`src/rtl/cart_mapper_pkg.sv`:
```
package cart_mapper_pkg;

  // slot index = cpu_addr[14:12] of a qualified write
  typedef enum logic [3:0] {
    SEL_NONE     = 4'h0,
    SEL_CHR0     = 4'h1,
    SEL_CHR1     = 4'h2,
    SEL_CHR2     = 4'h3,
    SEL_CHR3     = 4'h4,
    SEL_CTR_LOAD = 4'h5,
    SEL_CTR_CTRL = 4'h6,
    SEL_MIRROR   = 4'h7,
    SEL_PRG      = 4'h8
  } reg_sel_e;

  typedef enum logic [1:0] {
    MIR_VERT   = 2'd0,
    MIR_HORZ   = 2'd1,
    MIR_ONE_LO = 2'd2,
    MIR_ONE_HI = 2'd3
  } mir_mode_e;

  localparam int unsigned CHR_SLOTS = 4;
  localparam int unsigned PRG_OFF_W = 14;
  localparam int unsigned CHR_OFF_W = 11;

endpackage

```
`src/rtl/cart_mapper_decode.sv`:
```
module cart_mapper_decode
  import cart_mapper_pkg::*;
(
  input  logic [15:11] cpu_addr_hi_i,
  input  logic         cpu_wr_i,
  output reg_sel_e     sel_o,
  output logic         ctr_load_we_o,
  output logic         ctr_ctrl_we_o
);

  logic hit;

  assign hit = cpu_wr_i & cpu_addr_hi_i[15] & cpu_addr_hi_i[11];

  always_comb begin
    sel_o = SEL_NONE;
    if (hit) begin
      unique case (cpu_addr_hi_i[14:12])
        3'd0: sel_o = SEL_CHR0;
        3'd1: sel_o = SEL_CHR1;
        3'd2: sel_o = SEL_CHR2;
        3'd3: sel_o = SEL_CHR3;
        3'd4: sel_o = SEL_CTR_LOAD;
        3'd5: sel_o = SEL_CTR_CTRL;
        3'd6: sel_o = SEL_MIRROR;
        default: sel_o = SEL_PRG;
      endcase
    end
  end

  assign ctr_load_we_o = (sel_o == SEL_CTR_LOAD);
  assign ctr_ctrl_we_o = (sel_o == SEL_CTR_CTRL);

endmodule

```
`src/rtl/cart_mapper_regs.sv`:
```
module cart_mapper_regs
  import cart_mapper_pkg::*;
#(
  parameter int unsigned DATA_W     = 8,
  parameter int unsigned PRG_BANK_W = 3
) (
  input  logic                                clk_i,
  input  logic                                rst_ni,
  input  reg_sel_e                            sel_i,
  input  logic [DATA_W-1:0]                   data_i,
  output logic [CHR_SLOTS-1:0][DATA_W-1:0]    chr_bank_o,
  output logic [PRG_BANK_W-1:0]               prg_bank_o,
  output mir_mode_e                           mir_mode_o
);

  for (genvar g = 0; g < CHR_SLOTS; g++) begin : g_chr
    localparam reg_sel_e MY_SEL = reg_sel_e'(4'(int'(SEL_CHR0) + g));
    always_ff @(posedge clk_i or negedge rst_ni) begin
      if (!rst_ni)              chr_bank_o[g] <= '0;
      else if (sel_i == MY_SEL) chr_bank_o[g] <= data_i;
    end
  end

  always_ff @(posedge clk_i or negedge rst_ni) begin
    if (!rst_ni)               prg_bank_o <= '0;
    else if (sel_i == SEL_PRG) prg_bank_o <= data_i[PRG_BANK_W-1:0];
  end

  always_ff @(posedge clk_i or negedge rst_ni) begin
    if (!rst_ni)                  mir_mode_o <= MIR_VERT;
    else if (sel_i == SEL_MIRROR) mir_mode_o <= mir_mode_e'(data_i[1:0]);
  end

endmodule

```
`src/rtl/cart_mapper_xlate.sv`:
```
module cart_mapper_xlate
  import cart_mapper_pkg::*;
#(
  parameter int unsigned DATA_W     = 8,
  parameter int unsigned PRG_BANKS  = 8,
  parameter int unsigned PRG_BANK_W = 3
) (
  input  logic [14:0]                          cpu_addr_i,
  input  logic [12:0]                          ppu_addr_i,
  input  logic [CHR_SLOTS-1:0][DATA_W-1:0]     chr_bank_i,
  input  logic [PRG_BANK_W-1:0]                prg_bank_i,
  input  mir_mode_e                            mir_mode_i,
  output logic [PRG_BANK_W+PRG_OFF_W-1:0]      prg_addr_o,
  output logic [DATA_W+CHR_OFF_W-1:0]          chr_addr_o,
  output logic                                 vram_a10_o
);

  localparam logic [PRG_BANK_W-1:0] LAST_BANK = PRG_BANK_W'(PRG_BANKS - 1);

  logic [PRG_BANK_W-1:0] prg_sel;
  logic [1:0]            chr_slot;

  assign prg_sel    = cpu_addr_i[14] ? LAST_BANK : prg_bank_i;
  assign prg_addr_o = {prg_sel, cpu_addr_i[PRG_OFF_W-1:0]};

  assign chr_slot   = ppu_addr_i[12:11];
  assign chr_addr_o = {chr_bank_i[chr_slot], ppu_addr_i[CHR_OFF_W-1:0]};

  always_comb begin
    unique case (mir_mode_i)
      MIR_VERT:   vram_a10_o = ppu_addr_i[10];
      MIR_HORZ:   vram_a10_o = ppu_addr_i[11];
      MIR_ONE_LO: vram_a10_o = 1'b0;
      default:    vram_a10_o = 1'b1;
    endcase
  end

endmodule

```
`src/rtl/cart_bank_mapper.sv`:
```
module cart_bank_mapper
  import cart_mapper_pkg::*;
#(
  parameter int unsigned DATA_W     = 8,
  parameter int unsigned PRG_BANKS  = 8,
  localparam int unsigned PRG_BANK_W = (PRG_BANKS > 1) ? $clog2(PRG_BANKS) : 1
) (
  input  logic                               clk_i,
  input  logic                               rst_ni,
  input  logic [15:0]                        cpu_addr_i,
  input  logic [DATA_W-1:0]                  cpu_data_i,
  input  logic                               cpu_wr_i,
  input  logic [12:0]                        ppu_addr_i,
  output logic [PRG_BANK_W+PRG_OFF_W-1:0]    prg_addr_o,
  output logic [DATA_W+CHR_OFF_W-1:0]        chr_addr_o,
  output logic                               vram_a10_o,
  output logic                               ctr_load_we_o,
  output logic                               ctr_ctrl_we_o
);

  reg_sel_e                          wr_sel;
  logic [CHR_SLOTS-1:0][DATA_W-1:0]  chr_bank_q;
  logic [PRG_BANK_W-1:0]             prg_bank_q;
  mir_mode_e                         mir_mode_q;

  cart_mapper_decode u_decode (
    .cpu_addr_hi_i (cpu_addr_i[15:11]),
    .cpu_wr_i      (cpu_wr_i),
    .sel_o         (wr_sel),
    .ctr_load_we_o (ctr_load_we_o),
    .ctr_ctrl_we_o (ctr_ctrl_we_o)
  );

  cart_mapper_regs #(
    .DATA_W     (DATA_W),
    .PRG_BANK_W (PRG_BANK_W)
  ) u_regs (
    .clk_i      (clk_i),
    .rst_ni     (rst_ni),
    .sel_i      (wr_sel),
    .data_i     (cpu_data_i),
    .chr_bank_o (chr_bank_q),
    .prg_bank_o (prg_bank_q),
    .mir_mode_o (mir_mode_q)
  );

  cart_mapper_xlate #(
    .DATA_W     (DATA_W),
    .PRG_BANKS  (PRG_BANKS),
    .PRG_BANK_W (PRG_BANK_W)
  ) u_xlate (
    .cpu_addr_i (cpu_addr_i[14:0]),
    .ppu_addr_i (ppu_addr_i),
    .chr_bank_i (chr_bank_q),
    .prg_bank_i (prg_bank_q),
    .mir_mode_i (mir_mode_q),
    .prg_addr_o (prg_addr_o),
    .chr_addr_o (chr_addr_o),
    .vram_a10_o (vram_a10_o)
  );

endmodule

```
`config.mk`:
```
export PLATFORM = sky130hd
export DESIGN_NAME = cart_bank_mapper
export DESIGN_NICKNAME = d
export VERILOG_FILES = /design/src/rtl/cart_mapper_pkg.sv /design/src/rtl/cart_mapper_decode.sv /design/src/rtl/cart_mapper_regs.sv /design/src/rtl/cart_mapper_xlate.sv /design/src/rtl/cart_bank_mapper.sv
export SDC_FILE = /design/constraint.sdc
export NUM_CORES = 1
export LEC_CHECK = 0
export BUFFER_PORTS_ARGS = -buffer_cell sky130_fd_sc_hd__buf_2
export CAP_MARGIN = 20
export CORE_ASPECT_RATIO = 0.8
export CORE_MARGIN = 8
export CORE_UTILIZATION = 48
export CTS_CLUSTER_DIAMETER = 60
export DETAILED_ROUTE_END_ITERATION = 12
export PLACE_DENSITY = 0.86
export SLEW_MARGIN = 20
export SYNTH_ARGS = -nofsm -noshare
export SYNTH_HDL_FRONTEND = slang
export SYNTH_SLANG_ARGS = --single-unit
```
`constraint.sdc`:
```
create_clock -name clk_i -period 1.1 [get_ports clk_i]
set_clock_uncertainty 0.2 [all_clocks]
set_input_delay 0.055 -clock clk_i [delete_from_list [all_inputs] [get_ports clk_i]]
set_output_delay 0.055 -clock clk_i [all_outputs]
set_load 0.01 [all_outputs]
```
==> metrics.md, run 1 <==
| Metric | Value |
|---|---|
| Status | finished with violations |
| Failing checks | setup timing |
| Pre-CTS WS | -853.8 ps |
| Max-cap violation count | 0 |
| Avg Vias per Cell | around 5.3 |
| PD cells | 1315 nW/µm² |
| Mapped Nets | around 180 |
| Most frequent cells in the layout | dfrtp_1 (37), buf_4 (36), dlygate4sd3_1 (30), mux2_4 (28), buf_2 (25) |
| Final setup viols | just over 50 |
| Starting Density | 0.4895 |
| Leak Pwr | approximately 1.5 nW |
| Placement-stage cell area | 2349 µm² |
| DIE AREA | 6552 µm² |
| Post-layout min period | 1601 ps |
| Top Ports | 79 |
| Setup_tns | -20000 ps |
| # DRC | 0 |
| 1st-iter DRT viols | 64 |
| CP max stage delay | 510 ps |
| Crit Path Max Fanout | 2 |
| CTS Sinks | 37 |
| Gr usage total | 0.1918 |
| Setup ws final | -501.1 ps |
| Slew @ Worst Pin | 312.9 ps |
| Worst slew margin relative to its limit | 0.7898 |
| Worst Hold Class | input port to asynchronous set/reset pin |
| Most common cell after layout, fill and taps aside | dfrtp_1 |
| Mapped Cells | 139 |
| Nets | 275 |
| Cell variety after synth | 26 |
| Post-Route WL | 6.260 mm |
| Mapped Area | 2019 µm² |
| Crit path DAT | roughly 1400 ps |
| Largest net degree at the start of global routing | 38 |
| Power, Total | between 4 and 5 mW |
| CP endpoint kind | output port |
| RePlAce Congestion | 0.8525 |
| Synth top area share | 0.4585 |
| CP Class | register to output port |
| Vias in the first global route | 1724 |
| Clock buffer depth | 2 |
| Slowest cell on crit path | mux4_2 |
| Port buffer count | 36 |
| Share of layout cells above drive strength 1 | 0.6681 |
| Layout area overhead | 56.26% |
| Clock slew at the register clock pins of the worst setup and hold paths | 70 ps |
| YS warnings | 0 |
| Crit-path leading delay family | multiplexers |
| Final Util | 0.7649 |
| Fin Hold WS | 47.71 ps |
| DR WL/cell | 21.66 µm |
| Die W | about 89 µm |
| FP Rows | 21 |
| Ant. Diodes | 0 |
| Skew-Pair Late Insertion Delay | 290 ps |
| Core box area | 4125 µm² |
| First-pass DRT Iterations | 4 |
| Synth area leaders | dfrtp_1 (46%), mux2_2 (16%), buf_4 (9.3%), mux4_2 (8.9%), mux2_4 (5.9%) |
| Hpwl dp | between 3 and 4 mm |
| Buffer and inverter count on the worst path | 1 |
| Finished Layout Cells | 289 |
| Yosys top cell by area | dfrtp_1 |
| Fin crit share | 1.456 |
| First-pass GRT wire length | 9.246 mm |
| Fin. Hold Viols | 0 |
| Placed insts | around 230 |
| Achievable Freq | 624.6 MHz |
| #FFs+latches synth | 37 |
| Initial antenna violation count | 0 |
| CP Cell Sequence | mux4_2 > buf_6 |
| Grt total ovfl | 0 |
| CTS Root Cell | clkbuf_8 |
| Register area share after synthesis | 0.4585 |
| Die Height | 74.02 µm |
| RSZ-0062 raised after global routing | yes |
| Final Max Slew Viols | 0 |
| Peak supply drop | 1089 µV |
| WP data required | 840 ps |
| Syn Area/Cell | 14.53 µm² |
| TritonCTS clock tree | yes |
| H-tree depth | 2 |
| CTS buffer count | 5 |
| Vias | around 1500 |
| Startpoint types | register |
| DRT antenna net count | 0 |
| Final Cell Area | ~3200 µm² |
## sequential cells by signal, indices dropped and copies added (netlist names)
register           count
u_regs.chr_bank_o     32
u_regs.prg_bank_o      3
u_regs.mir_mode_o      2
## power by group
group	internal, mW	leakage (nW)	switching (mW)
sequential	1.61	0.488	0.158
combinational	0.957	1.00	0.503
clock	0.450	0.0395	0.476
total	3.01	1.53	1.14
## worst register-to-register path, cell delays in order, from the launching register on
cell	delay, ps
dfrtp_1	400
buf_4	140
buf_4	120
buf_4	120
mux2_4	270
## per-layer routing
metal,up-vias,track usage,part of all wire
met3,14,0.05188,0.066
li1,663,-,-
met2,83,0.3309,0.49
met5,-,0,0
met1,761,0.2188,0.41
met4,0,0.08411,0.027
## final timing paths
check                                            from                     to  slack [ps]  cells after the start
worst max-delay path            u_regs.chr_bank_o[25]         chr_addr_o[12]        -500                      2
worst min-delay path                           rst_ni  u_regs.chr_bank_o[13]          50                      3
worst max register to register  u_regs.chr_bank_o[25]  u_regs.chr_bank_o[25]        -270                      4
worst min register to register  u_regs.chr_bank_o[28]  u_regs.chr_bank_o[28]         310                      1
max in group asynchronous                      rst_ni   u_regs.chr_bank_o[7]         460                      3
min in group clk_i                     ppu_addr_i[10]         chr_addr_o[10]         110                      2
## cells by family (layout without fill, tap and decap cells)
group	after synthesis	in the layout	share of synthesized area
adders and majority gates	4	4	0.02478
DFF	37	37	0.4585
buffers and inverters	31	124	0.1090
AOI/OAI and AO/OA	1	1	0.002476
muxes	46	46	0.3154
and+or+nand+nor	20	20	0.08984
## Yosys cell counts
cell / n
o21ai_0: 1
mux2i_1: 1
or4b_4: 1
nor4_1: 1
nor2_1: 2
inv_1: 2
or4_4: 1
nor2_4: 1
nand2_1: 2
or2_2: 3
nor4_4: 2
buf_1: 1
nand4b_4: 1
buf_6: 1
nand4_1: 2
mux4_2: 8
mux2_4: 8
ha_1: 4
clkbuf_2: 1
nor3_1: 2
buf_2: 1
and4_2: 1
nor2b_1: 1
mux2_2: 29
buf_4: 25
dfrtp_1: 37
## timing repair
item / in CTS / in global routing
endpoints found under the setup margin: 51 / 51
hold endpoints to repair: 95 / 0
pin swaps: 7 / 5
setup buffers: 11 / 14
gates resized for setup: 47 / 6
hold buffers: 30 / 0
## layout make-up
| type | count | area, µm² |
|---|---|---|
| tap | 57 | 71.32 |
| inverter | 2 | 32.53 |
| clock buffer | 8 | 80.08 |
| sequential | 37 | 925.9 |
| multi-input combinational | 71 | 1047 |
| timing repair buffer | 114 | 998.5 |
| fill | 223 | 969.7 |
No activity file was read; power rests on OpenSTA's default activity.
==> run 2: changes to the inputs <==
SETUP_SLACK_MARGIN = 0.05   (was not set)
==> metrics.md, run 2 (synthesis results as in run 1) <==
| Metric | Value |
|---|---|
| Largest net degree at the start of global routing | 38 (unchanged) |
| Max-cap violation count | 0 (unchanged) |
| RR Endpoint | u_regs.chr_bank_o[17] |
| Leak Pwr | 1.551 nW (+1.6%) |
| Ant. Diodes | 0 (unchanged) |
| Die W | 88.52 µm (unchanged) |
| Crit path to | u_regs.chr_bank_o[0] |
| CP max stage delay | 620 ps (+110 ps) |
| Setup_tns | -20060 ps (-56.60 ps) |
| Final setup viols | 51 (unchanged) |
| Avg Vias per Cell | 5.246 (-0.33%) |
| Power, Total | 4.478 mW (+7.9%) |
| Post-layout min period | 1595 ps (-5.688 ps) |
| Peak supply drop | 1112 µV (+2.1%) |
| Fin. Hold Viols | 0 (unchanged) |
| Grt total ovfl | 0 (unchanged) |
| CP Cell Sequence | buf_12 > inv_12 > ha_4 > nand4b_4 > or4_4 > mux2_4 |
| Slowest cell on crit path | or4_4 |
| RePlAce Congestion | 0.8259 (-3.1%) |
| Share of layout cells above drive strength 1 | 0.6864 (+0.01834) |
| Failing checks | setup timing |
| FP Rows | 21 (unchanged) |
| WP data required | 1080 ps (+240 ps) |
| Worst slew margin relative to its limit | 0.7792 (-0.01058) |
| Post-Route WL | 6.250 mm (-0.16%) |
| First-pass GRT wire length | 9.087 mm (-1.7%) |
| Clock slew at the register clock pins of the worst setup and hold paths | 80 ps (about the same) |
| CTS buffer count | 5 (unchanged) |
| CP endpoint kind | register |
| CTS Root Cell | clkbuf_8 |
| RSZ-0062 raised after global routing | yes |
| # DRC | 0 (unchanged) |
| Nets | 279 (+1.5%) |
| Starting Density | 0.4895 (unchanged) |
| FF-to-FF Start | u_regs.chr_bank_o[17] |
| DRT antenna net count | 0 (unchanged) |
| Crit Path Max Fanout | 8 (+6) |
| Initial antenna violation count | 0 (unchanged) |
| Die Height | 74.02 µm (unchanged) |
| Core box area | 4125 µm² (unchanged) |
| Setup ws final | -495.4 ps (+5.688 ps) |
| TritonCTS clock tree | yes |
| Crit path launch | cpu_addr_i[13] |
| Most common cell after layout, fill and taps aside | buf_4 |
| Status | finished with violations |
| Achievable Freq | 626.8 MHz (+0.36%) |
| Worst Hold Class | input port to asynchronous set/reset pin |
| DR WL/cell | 21.33 µm (-1.5%) |
| CTS Sinks | 37 (unchanged) |
| Vias in the first global route | 1720 (-0.23%) |
| Startpoint types | input port |
| Gr usage total | 0.1863 (-0.005463) |
| FF-to-FF setup slack | -240 ps (+30 ps) |
| Hpwl dp | 3.653 mm (+12%) |
| Final Max Slew Viols | 0 (unchanged) |
| Skew-Pair Late Insertion Delay | 290 ps (about the same) |
| R2R depth | 4 (unchanged) |
| H-tree depth | 2 (unchanged) |
| First-pass DRT Iterations | 4 (unchanged) |
| 1st-iter DRT viols | 76 (+19%) |
| Fin crit share | 1.450 (-0.005171) |
| Crit path DAT | 1570 ps (+220 ps) |
| Clock buffer depth | 2 (unchanged) |
| Fillers | 212 (-4.9%) |
| DIE AREA | 6552 µm² (unchanged) |
| CP Class | input port to register |
| Slew @ Worst Pin | 328.7 ps (+15.75 ps) |
| Largest register FFs | 32 (unchanged) |
| Pre-CTS WS | -857.7 ps (-3.811 ps) |
| Port buffer count | 36 (unchanged) |
| Most flop-heavy register | u_regs.chr_bank_o |
| PD cells | 1398 nW/µm² (+6.3%) |
| Biggest regs | u_regs.chr_bank_o x32, u_regs.prg_bank_o x3, u_regs.mir_mode_o x2 |
| Layout area overhead | 58.61% |
| Top Ports | 79 (unchanged) |
| Vias | 1537 (+1.1%) |
| Most frequent cells in the layout | buf_4 (44), dfrtp_1 (37), dlygate4sd3_1 (30), mux2_4 (27), buf_2 (24) |
## run 2: stage by stage
step / hold slack, ps / area [µm²] / utilization / instances
5_1_grt: 96.25 / 3203 / 0.7765 / 293
4_1_cts: 74.30 / 3042 / 0.7373 / 278
2_1_floorplan: -440.6 / 2106 / - / 139
6_report: 48.70 / 3203 / 0.7765 / 293
3_3_place_gp: -174.6 / 2344 / 0.5681 / 227
3_5_place_dp: -164.3 / 2344 / 0.5681 / 227
## run 2: final cells by class
cell class,instances,area (µm²),area share
multi-input cells,71,1042,0.3254
repair buffers,118,1011,0.3156
flip-flops and latches,37,925.9,0.2891
clock buffers,6,82.58,0.02578
well taps,57,71.32,0.02227
clock inverters,2,37.54,0.01172
inverters,2,32.53,0.01016
## run 2: timing repair
item,4_1_cts,5_1_grt
resized for setup,40,10
buffers inserted,13,15
hold buffers,30,0
pin swaps,7,4
setup endpoints to repair,51,51
endpoints found under the hold margin,95,0
## run 2: report_power, final
part / total [mW] / switching (mW) / internal (mW)
Combinational: 1.46 / 0.503 / 0.961
Clock: 1.26 / 0.520 / 0.738
Sequential: 1.76 / 0.151 / 1.60
## run 2: per-layer routing
layer | wire length, µm | vias to the layer above | track usage | share of wire
li1 | - | 667 | - | -
met1 | 2444 | 787 | 0.1942 | 0.39
met2 | 3293 | 70 | 0.3499 | 0.53
met3 | 339 | 13 | 0.04415 | 0.054
met4 | 173 | 0 | 0.07850 | 0.028
met5 | 0 | - | 0 | 0
## run 2: worst min-delay path by stage
stage,from,end,slack [ps],depth (start not counted)
global placement,rst_ni,u_regs.chr_bank_o[29],-170,2
CTS,rst_ni,u_regs.chr_bank_o[13],70,3
detailed placement,rst_ni,u_regs.chr_bank_o[13],-160,2
finish,rst_ni,u_regs.chr_bank_o[21],50,3
floorplan,rst_ni,u_regs.chr_bank_o[0],-440,0
global route,rst_ni,u_regs.chr_bank_o[27],100,3
## run 2: critical path, delay by kind of cell
| family | cells | cell delay [ps] |
|---|---|---|
| simple gates | 2 | 820 |
| fa+ha+maj | 1 | 230 |
| mux | 1 | 330 |
| buf+inv | 2 | 120 |
